`config.mk`:
```
export PLATFORM = sky130hd
export DESIGN_NAME = modem_status_unit
export DESIGN_NICKNAME = d
export VERILOG_FILES = /design/src/rtl/msu_pkg.sv /design/src/rtl/msu_sync.sv /design/src/rtl/msu_ctl_reg.sv /design/src/rtl/msu_delta.sv /design/src/rtl/modem_status_unit.sv
export SDC_FILE = /design/constraint.sdc
export NUM_CORES = 1
export LEC_CHECK = 0
export ABC_AREA = 1
export BUFFER_PORTS_ARGS = -buffer_cell sky130_fd_sc_hd__buf_2
export CORE_UTILIZATION = 48
export CTS_CLUSTER_DIAMETER = 30
export CTS_CLUSTER_SIZE = 25
export DETAILED_ROUTE_END_ITERATION = 10
export PLACE_DENSITY_LB_ADDON = 0.12
export SETUP_SLACK_MARGIN = 0.3
export SKIP_CTS_REPAIR_TIMING = 1
export SYNTH_ARGS = -nofsm -noshare
export SYNTH_HDL_FRONTEND = slang
export SYNTH_SLANG_ARGS = --single-unit
```
`constraint.sdc`:
```
create_clock -name clk -period 1.3 [get_ports clk]
set_input_delay 0 -clock clk [delete_from_list [all_inputs] [get_ports clk]]
set_output_delay 0 -clock clk [all_outputs]
set_load 0.005 [all_outputs]
```
`src/rtl/msu_pkg.sv`:
```
package msu_pkg;
  // Line vector order matches status nibble 7:4 -> {dcd, ri, dsr, cts}
  localparam int unsigned LINE_W  = 4;
  localparam int unsigned L_CTS   = 0;
  localparam int unsigned L_DSR   = 1;
  localparam int unsigned L_RI    = 2;
  localparam int unsigned L_DCD   = 3;

  // Control register bit positions (decoded by software, so fixed)
  localparam int unsigned C_DTR   = 0;
  localparam int unsigned C_RTS   = 1;
  localparam int unsigned C_OUT1  = 2;
  localparam int unsigned C_OUT2  = 3;
  localparam int unsigned C_LOOP  = 4;
  localparam int unsigned CTL_W   = 5;

  localparam logic [LINE_W-1:0] LINE_RST   = 4'b1011; // dcd, dsr, cts high
  localparam logic [CTL_W-1:0]  CTL_RST    = 5'b01000; // general out 2 set
  localparam logic [LINE_W-1:0] FALL_ONLY  = 4'b0100;  // ring: falling edge only

  typedef logic [LINE_W-1:0] line_t;
endpackage

```
`src/rtl/msu_sync.sv`:
```
module msu_sync #(
  parameter int unsigned WIDTH  = 4,
  parameter int unsigned STAGES = 2,
  parameter logic [WIDTH-1:0] RST_VAL = '0
) (
  input  logic             clk,
  input  logic             rst_n,
  input  logic [WIDTH-1:0] d,
  output logic [WIDTH-1:0] q
);
  logic [WIDTH-1:0] chain [STAGES];

  generate
    for (genvar s = 0; s < STAGES; s++) begin : g_stage
      if (s == 0) begin : g_first
        always_ff @(posedge clk or negedge rst_n) begin
          if (!rst_n) chain[s] <= RST_VAL;
          else        chain[s] <= d;
        end
      end else begin : g_rest
        always_ff @(posedge clk or negedge rst_n) begin
          if (!rst_n) chain[s] <= RST_VAL;
          else        chain[s] <= chain[s-1];
        end
      end
    end
  endgenerate

  assign q = chain[STAGES-1];
endmodule

```
`src/rtl/msu_ctl_reg.sv`:
```
module msu_ctl_reg
  import msu_pkg::*;
(
  input  logic             clk,
  input  logic             rst_n,
  input  logic             wr,
  input  logic [7:0]       wdata,
  output logic [CTL_W-1:0] ctl_q
);
  always_ff @(posedge clk or negedge rst_n) begin
    if (!rst_n)  ctl_q <= CTL_RST;
    else if (wr) ctl_q <= wdata[CTL_W-1:0];
  end

  a_r8_write_takes: assert property (@(posedge clk) disable iff (!rst_n)
    wr |=> ctl_q == $past(wdata[CTL_W-1:0]));
  a_r8_hold: assert property (@(posedge clk) disable iff (!rst_n)
    !wr |=> $stable(ctl_q));
endmodule

```
`src/rtl/msu_delta.sv`:
```
module msu_delta
  import msu_pkg::*;
(
  input  logic  clk,
  input  logic  rst_n,
  input  line_t level_in,
  input  logic  clr,
  output line_t level_q,
  output line_t delta_q
);
  line_t hit;

  generate
    for (genvar i = 0; i < LINE_W; i++) begin : g_bit
      if (FALL_ONLY[i]) begin : g_fall
        assign hit[i] = level_q[i] & ~level_in[i];
      end else begin : g_any
        assign hit[i] = level_q[i] ^ level_in[i];
      end
    end
  endgenerate

  always_ff @(posedge clk or negedge rst_n) begin
    if (!rst_n) begin
      level_q <= LINE_RST;
      delta_q <= '0;
    end else begin
      level_q <= level_in;
      delta_q <= (clr ? '0 : delta_q) | hit;
    end
  end

  // ring delta rises only with a 1->0 step of the ring level
  a_r4_ring_fall: assert property (@(posedge clk) disable iff (!rst_n)
    $rose(delta_q[L_RI]) |-> ($past(level_q[L_RI]) && !level_q[L_RI]));
  // a change on any other line sets its delta
  a_r3_cts_change: assert property (@(posedge clk) disable iff (!rst_n)
    (level_in[L_CTS] != level_q[L_CTS]) |=> delta_q[L_CTS]);
  a_r3_dcd_change: assert property (@(posedge clk) disable iff (!rst_n)
    (level_in[L_DCD] != level_q[L_DCD]) |=> delta_q[L_DCD]);
  // read with nothing changing leaves all deltas clear
  a_r5_read_clears: assert property (@(posedge clk) disable iff (!rst_n)
    (clr && level_in == level_q) |=> delta_q == '0);
  // no read and no change keeps deltas
  a_r6_sticky: assert property (@(posedge clk) disable iff (!rst_n)
    (!clr && level_in == level_q) |=> $stable(delta_q));
endmodule

```
`src/rtl/modem_status_unit.sv`:
```
module modem_status_unit
  import msu_pkg::*;
#(
  parameter int unsigned SYNC_STAGES = 2
) (
  input  logic       clk,
  input  logic       rst_n,
  input  logic       cts_in,
  input  logic       dsr_in,
  input  logic       dcd_in,
  input  logic       ri_in,
  input  logic       ctl_wr,
  input  logic [7:0] ctl_wdata,
  input  logic       stat_rd,
  output logic [7:0] ctl_rdata,
  output logic [7:0] stat_rdata,
  output logic       dtr_o,
  output logic       rts_o,
  output logic       out1_o,
  output logic       out2_o,
  output logic       delta_pend
);
  localparam int unsigned PAD_W = 8 - CTL_W;

  line_t             raw_lines, sync_lines, loop_lines, eff_lines;
  line_t             level_q, delta_q;
  logic [CTL_W-1:0]  ctl_q;
  logic              loop_on;

  assign raw_lines = {dcd_in, ri_in, dsr_in, cts_in};

  msu_sync #(.WIDTH(LINE_W), .STAGES(SYNC_STAGES), .RST_VAL(LINE_RST)) u_sync (
    .clk(clk), .rst_n(rst_n), .d(raw_lines), .q(sync_lines));

  msu_ctl_reg u_ctl (
    .clk(clk), .rst_n(rst_n), .wr(ctl_wr), .wdata(ctl_wdata), .ctl_q(ctl_q));

  assign loop_on = ctl_q[C_LOOP];

  always_comb begin
    loop_lines        = '0;
    loop_lines[L_DCD] = ctl_q[C_OUT2];
    loop_lines[L_RI]  = ctl_q[C_OUT1];
    loop_lines[L_CTS] = ctl_q[C_RTS];
    loop_lines[L_DSR] = ctl_q[C_DTR];
  end

  assign eff_lines = loop_on ? loop_lines : sync_lines;

  msu_delta u_delta (
    .clk(clk), .rst_n(rst_n), .level_in(eff_lines), .clr(stat_rd),
    .level_q(level_q), .delta_q(delta_q));

  assign stat_rdata = {level_q, delta_q};
  assign ctl_rdata  = {{PAD_W{1'b0}}, ctl_q};
  assign delta_pend = |delta_q;

  assign dtr_o  = ctl_q[C_DTR]  & ~loop_on;
  assign rts_o  = ctl_q[C_RTS]  & ~loop_on;
  assign out1_o = ctl_q[C_OUT1] & ~loop_on;
  assign out2_o = ctl_q[C_OUT2] & ~loop_on;

  // pins quiet in loopback
  a_r10_loop_quiet: assert property (@(posedge clk) disable iff (!rst_n)
    ctl_rdata[C_LOOP] |-> !(dtr_o || rts_o || out1_o || out2_o));
  // in loopback, carrier status follows general out 2 one edge later
  a_r9_loop_dcd: assert property (@(posedge clk) disable iff (!rst_n)
    ($past(ctl_rdata[C_LOOP]) && $past(ctl_rdata[C_OUT2]))
      |-> stat_rdata[4+L_DCD]);
  // pending flag tracks the delta nibble
  a_r7_pend: assert property (@(posedge clk) disable iff (!rst_n)
    delta_pend == (stat_rdata[3:0] != 4'h0));
endmodule

```
======== Word level (Yosys, flattened, before mapping) ========
Cells that the tools add are included.
cells by class
  mux-type cells .......................... 2
  bitwise gates (word level) .............. 11
  reductions and logical operators ........ 1
operator list
  operator            number
  4-bit 2-to-1 mux    2
  1-bit AND           5
  4-bit bitwise OR    1
  4-bit OR reduction  1
  1-bit XOR           3
  1-bit inverter      2
word-level totals
  bits in registers ....................... 21
  input bits .............................. 16
  output and inout bits ................... 21
  logic and storage cells ................. 19

======== Depth between registers and ports, before layout ========
  word-level depth ........................ 4
  depth in mapped cells ................... 4
  gate-level depth less buffers ........... 4

======== By module ========
A second synthesis with hierarchy kept.
unflattened totals
  cells, all modules ...................... 92
  area total of the unflattened synthesis .. 847.1 um^2
modules (own cells, without submodules)
  module             instances  cells an instance  area an instance (um^2)  seq. area each (um^2)
  msu_delta          1          30                 295.3                    203.9
  msu_sync           1          12                 237.7                    207.7
  msu_ctl_reg        1          21                 186.4                    126.4
  modem_status_unit  1          29                 127.6                    0.0

======== Least setup slack after synthesis ========
OpenSTA, ideal clock, no wires.
  kind .................................... register -> register
  start point ............................. register u_ctl.ctl_q[4]
  end point ............................... register u_delta.delta_q[3]
  library setup time ...................... 0.124 ns
  arrival time ............................ 0.762 ns
  data required time ...................... 1.176 ns
  slack ................................... 0.413 ns
  cell stages (with the launch flop) ...... 5
  path buffers ............................ 0
  clock period less this slack ............ 0.887 ns
  cell sequence ........................... dfrtp_1 > inv_1 > nand2_1 > nand3_1 > nand3_1
on the way
  longest elaborated chain between the ends .. 3
ends and longest elaborated chain
  element                 line                     source
  start, declared         msu_ctl_reg.sv:8         output logic [CTL_W-1:0] ctl_q
  start signal, assigned  msu_ctl_reg.sv:12        else if (wr) ctl_q <= wdata[CTL_W-1:0];
  4-bit 2-to-1 mux        modem_status_unit.sv:48  assign eff_lines = loop_on ? loop_lines : sync_lines;
  1-bit XOR               msu_delta.sv:18          assign hit[i] = level_q[i] ^ level_in[i];
  4-bit bitwise OR        msu_delta.sv:29          delta_q <= (clr ? '0 : delta_q) | hit;
  end signal, assigned    msu_delta.sv:29
  end, declared           msu_delta.sv:9           output line_t delta_q
Every way passes these cells.
A chain may end at the register's enable or synchronous reset.

======== Worst setup path in the final report ========
  start point ............................. register u_ctl.ctl_q[4]
  end point ............................... output rts_o
on the way
  longest elaborated chain between the ends .. 2
ends and longest elaborated chain
  element         line                     source
  1-bit inverter  modem_status_unit.sv:59  assign rts_o = ctl_q[C_RTS] & ~loop_on;
  1-bit AND       modem_status_unit.sv:59
  end, declared   modem_status_unit.sv:18  output logic rts_o,
Every way passes these cells.

==> metrics.cfg <==
[clock_tree]
cts-htree-levels=1
clkSlewWorstSetupHoldPaths_ns=0.11
cts.path.max_buffers=2
cts_tree=done
clock_latency_ns=0.30
cts_inserted_buffers=3
root_buffer=clkbuf_4
cts.sinks=21

[sta]
period_needed_ns=1.10
fin_crit_sh_pct=84.4
final.setup.worst_slack_ns=0.203
slew_violations=0
rsz0062_at_grt=yes
setup_viol=0
hold_ws_ns=-0.0213
max_freq_mhz=912
setup_tns_ns=0
hold_viol_final=2
clock_skew_ns=0.00123

[synthesis]
syn_area_um2=832
ys.flop_type=dfrtp_1
postSynthAreaPerCell_um2=9.35
synth_edf_count=0
synth_top_cell_area_share_pct=33.1
synth_cell_types=11
synth_area_leaders=dfrtp_1, dfstp_2, nand2_1
async_flop_share_pct=100
synth.most_common_cell=nand2_1
synthTopCellsByCount=nand2_1, inv_1, dfrtp_1, dfstp_2, nand3_1
syn_inst=89
synth_warnings=0
yosysSeqAreaShare_pct=64.7
yosys.area.top_type=dfrtp_1
ys_ff_latch=21

[grt]
grt_max_degree=22
grt_first_pass_wirelength_mm=2.48
grt_pass1_vias=642
track_usage_pct=18.4
antenna_found_initial=0
grt_overflow=0

[worst_setup_path]
path_max_fanout=5
crit_chain=buf_6 > nor2_1 > buf_2
worstPathArrival_ns=1.10
r2r-start=u_ctl.ctl_q[4]
crit_path_end_kind=primary output
path_class=flop to primary output
slowest_delay_ns=0.45
r2r_setup_slack_ns=0.27
worst_setup_path_start_kind=flop
r2r_end=u_delta.delta_q[3]
r2r_cells=5
crit_slowest_cell=dfrtp_1
worst-path-buf-inv=2
critical_path_required_ns=1.30
crit_family=flip-flops

[detailed_routing]
viasPerCell=4.91
drc=2
post_drt_wl_per_cell_um=12.0
wirelength_mm=1.85
final_antenna_net_count=0
drt-initial-drc-count=11
firstDrtPassIters=7
vias=756

[die]
start_util_pct=53.4
chipWidth_um=43.6
core_area_mm2=0.00156
chipHeight_um=43.6
io-pin-count=37
dieArea_mm2=0.00190
rows=14

[min_path]
min_from=stat_rd
hold_class=input pin to flop
whs_path_depth=4
min_to=u_delta.delta_q[2]

[power]
powerDensity_mw_per_mm2=1140
seqPwrFrac_pct=55.4
p_leak_nw=0.658
power.switching_mw=0.388
pwr-share-comb_pct=22.7
sw_frac_of_total_pct=27.5
internal_power_mw=1.02
p_clk_share_pct=21.9
peakVddDrop_uv=1000

[job]
maxCapViolCount=0

[place]
io_buffers=30
dp.final_hpwl_mm=1.08
post-place-ws_ns=0.328
place.gp.congestion=0.735
place_inst=133

[cells_and_area]
final_cells=154
nFillCells=110
fin_nets=155
layout-drive-gt1-share_pct=44.9
area_delta_synth_final_pct=48.3
final_core_util_pct=79.1
multi_input_area_um2=255
antenna_cells=0
regArea_um2=538

[outcome]
violations=DRC, hold timing
outcome=finished with violations

## worst max-delay path by stage
stage,from,to,cells after the start
floorplan,u_ctl.ctl_q[4],u_delta.delta_q[3],4
global placement,u_ctl.ctl_q[4],u_delta.delta_q[1],4
detailed placement,u_ctl.ctl_q[4],u_delta.delta_q[0],4
CTS,u_ctl.ctl_q[4],out1_o,3
global route,u_ctl.ctl_q[4],out2_o,3
finish,u_ctl.ctl_q[4],rts_o,3
## sequential cells by signal, indices dropped and copies added, names as in the netlist
name,cells
u_sync.q,4
u_sync.chain,4
u_delta.level_q,4
u_delta.delta_q,4
u_ctl.ctl_q,5
## cells by family (layout without fill, tap and decap cells)
family | count (synthesis) | count (layout) | synth area share [%]
AO/OA/AOI/OAI | 5 | 5 | 3.01
buffers and inverters | 17 | 64 | 10.1
flip-flops | 21 | 21 | 64.7
other | 1 | 3 | 0.451
AND/OR/NAND/NOR | 45 | 45 | 21.8
## power groups by stage
stage,sequential [mW],clock [mW],combinational [mW]
3_5_place_dp,0.785,0,0.219
6_report,0.781,0.308,0.320
4_1_cts,0.773,0.310,0.221
3_3_place_gp,0.781,0,0.213
5_1_grt,0.790,0.338,0.354
2_1_floorplan,0.789,0,0.110
## metal layers
| metal | track usage, % | vias to the layer above | routed length, µm |
|---|---|---|---|
| li1 | - | 362 | - |
| met4 | 9.38 | 0 | 49 |
| met3 | 4.17 | 5 | 87 |
| met2 | 32.8 | 27 | 957 |
| met1 | 20.3 | 362 | 753 |
| met5 | 0 | - | 0 |
## area by class of cell
cell class                 instances  area share, %
clock buffer                       4           2.13
multi-input combinational         53           20.7
sequential                        21           43.6
timing repair buffer              48           27.7
inverter                          12           4.26
tap                               16           1.62
## stage by stage
| stage | power, mW | instance area (µm²) |
|---|---|---|
| 6_report | 1.41 | 1230 |
| 3_3_place_gp | 0.995 | 978 |
| 4_1_cts | 1.30 | 1000 |
| 3_5_place_dp | 1.00 | 978 |
| 5_1_grt | 1.48 | 1230 |
| 2_1_floorplan | 0.899 | 840 |
## tightest hold or removal path, cell delays in order
cell     delay (ns)
buf_2          0.07
inv_1          0.06
nand2_1        0.07
nand2_1        0.05
## cells in the final DEF (no fill, tap or decap), drive strengths merged
cell type / count
conb: 3
nand3: 10
dfstp: 10
clkbuf: 4
inv: 12
nand2: 29
nor2: 6
dlygate4sd3: 10
o21ai: 5
buf: 38
dfrtp: 11
Power figures use the tool's default switching activity.
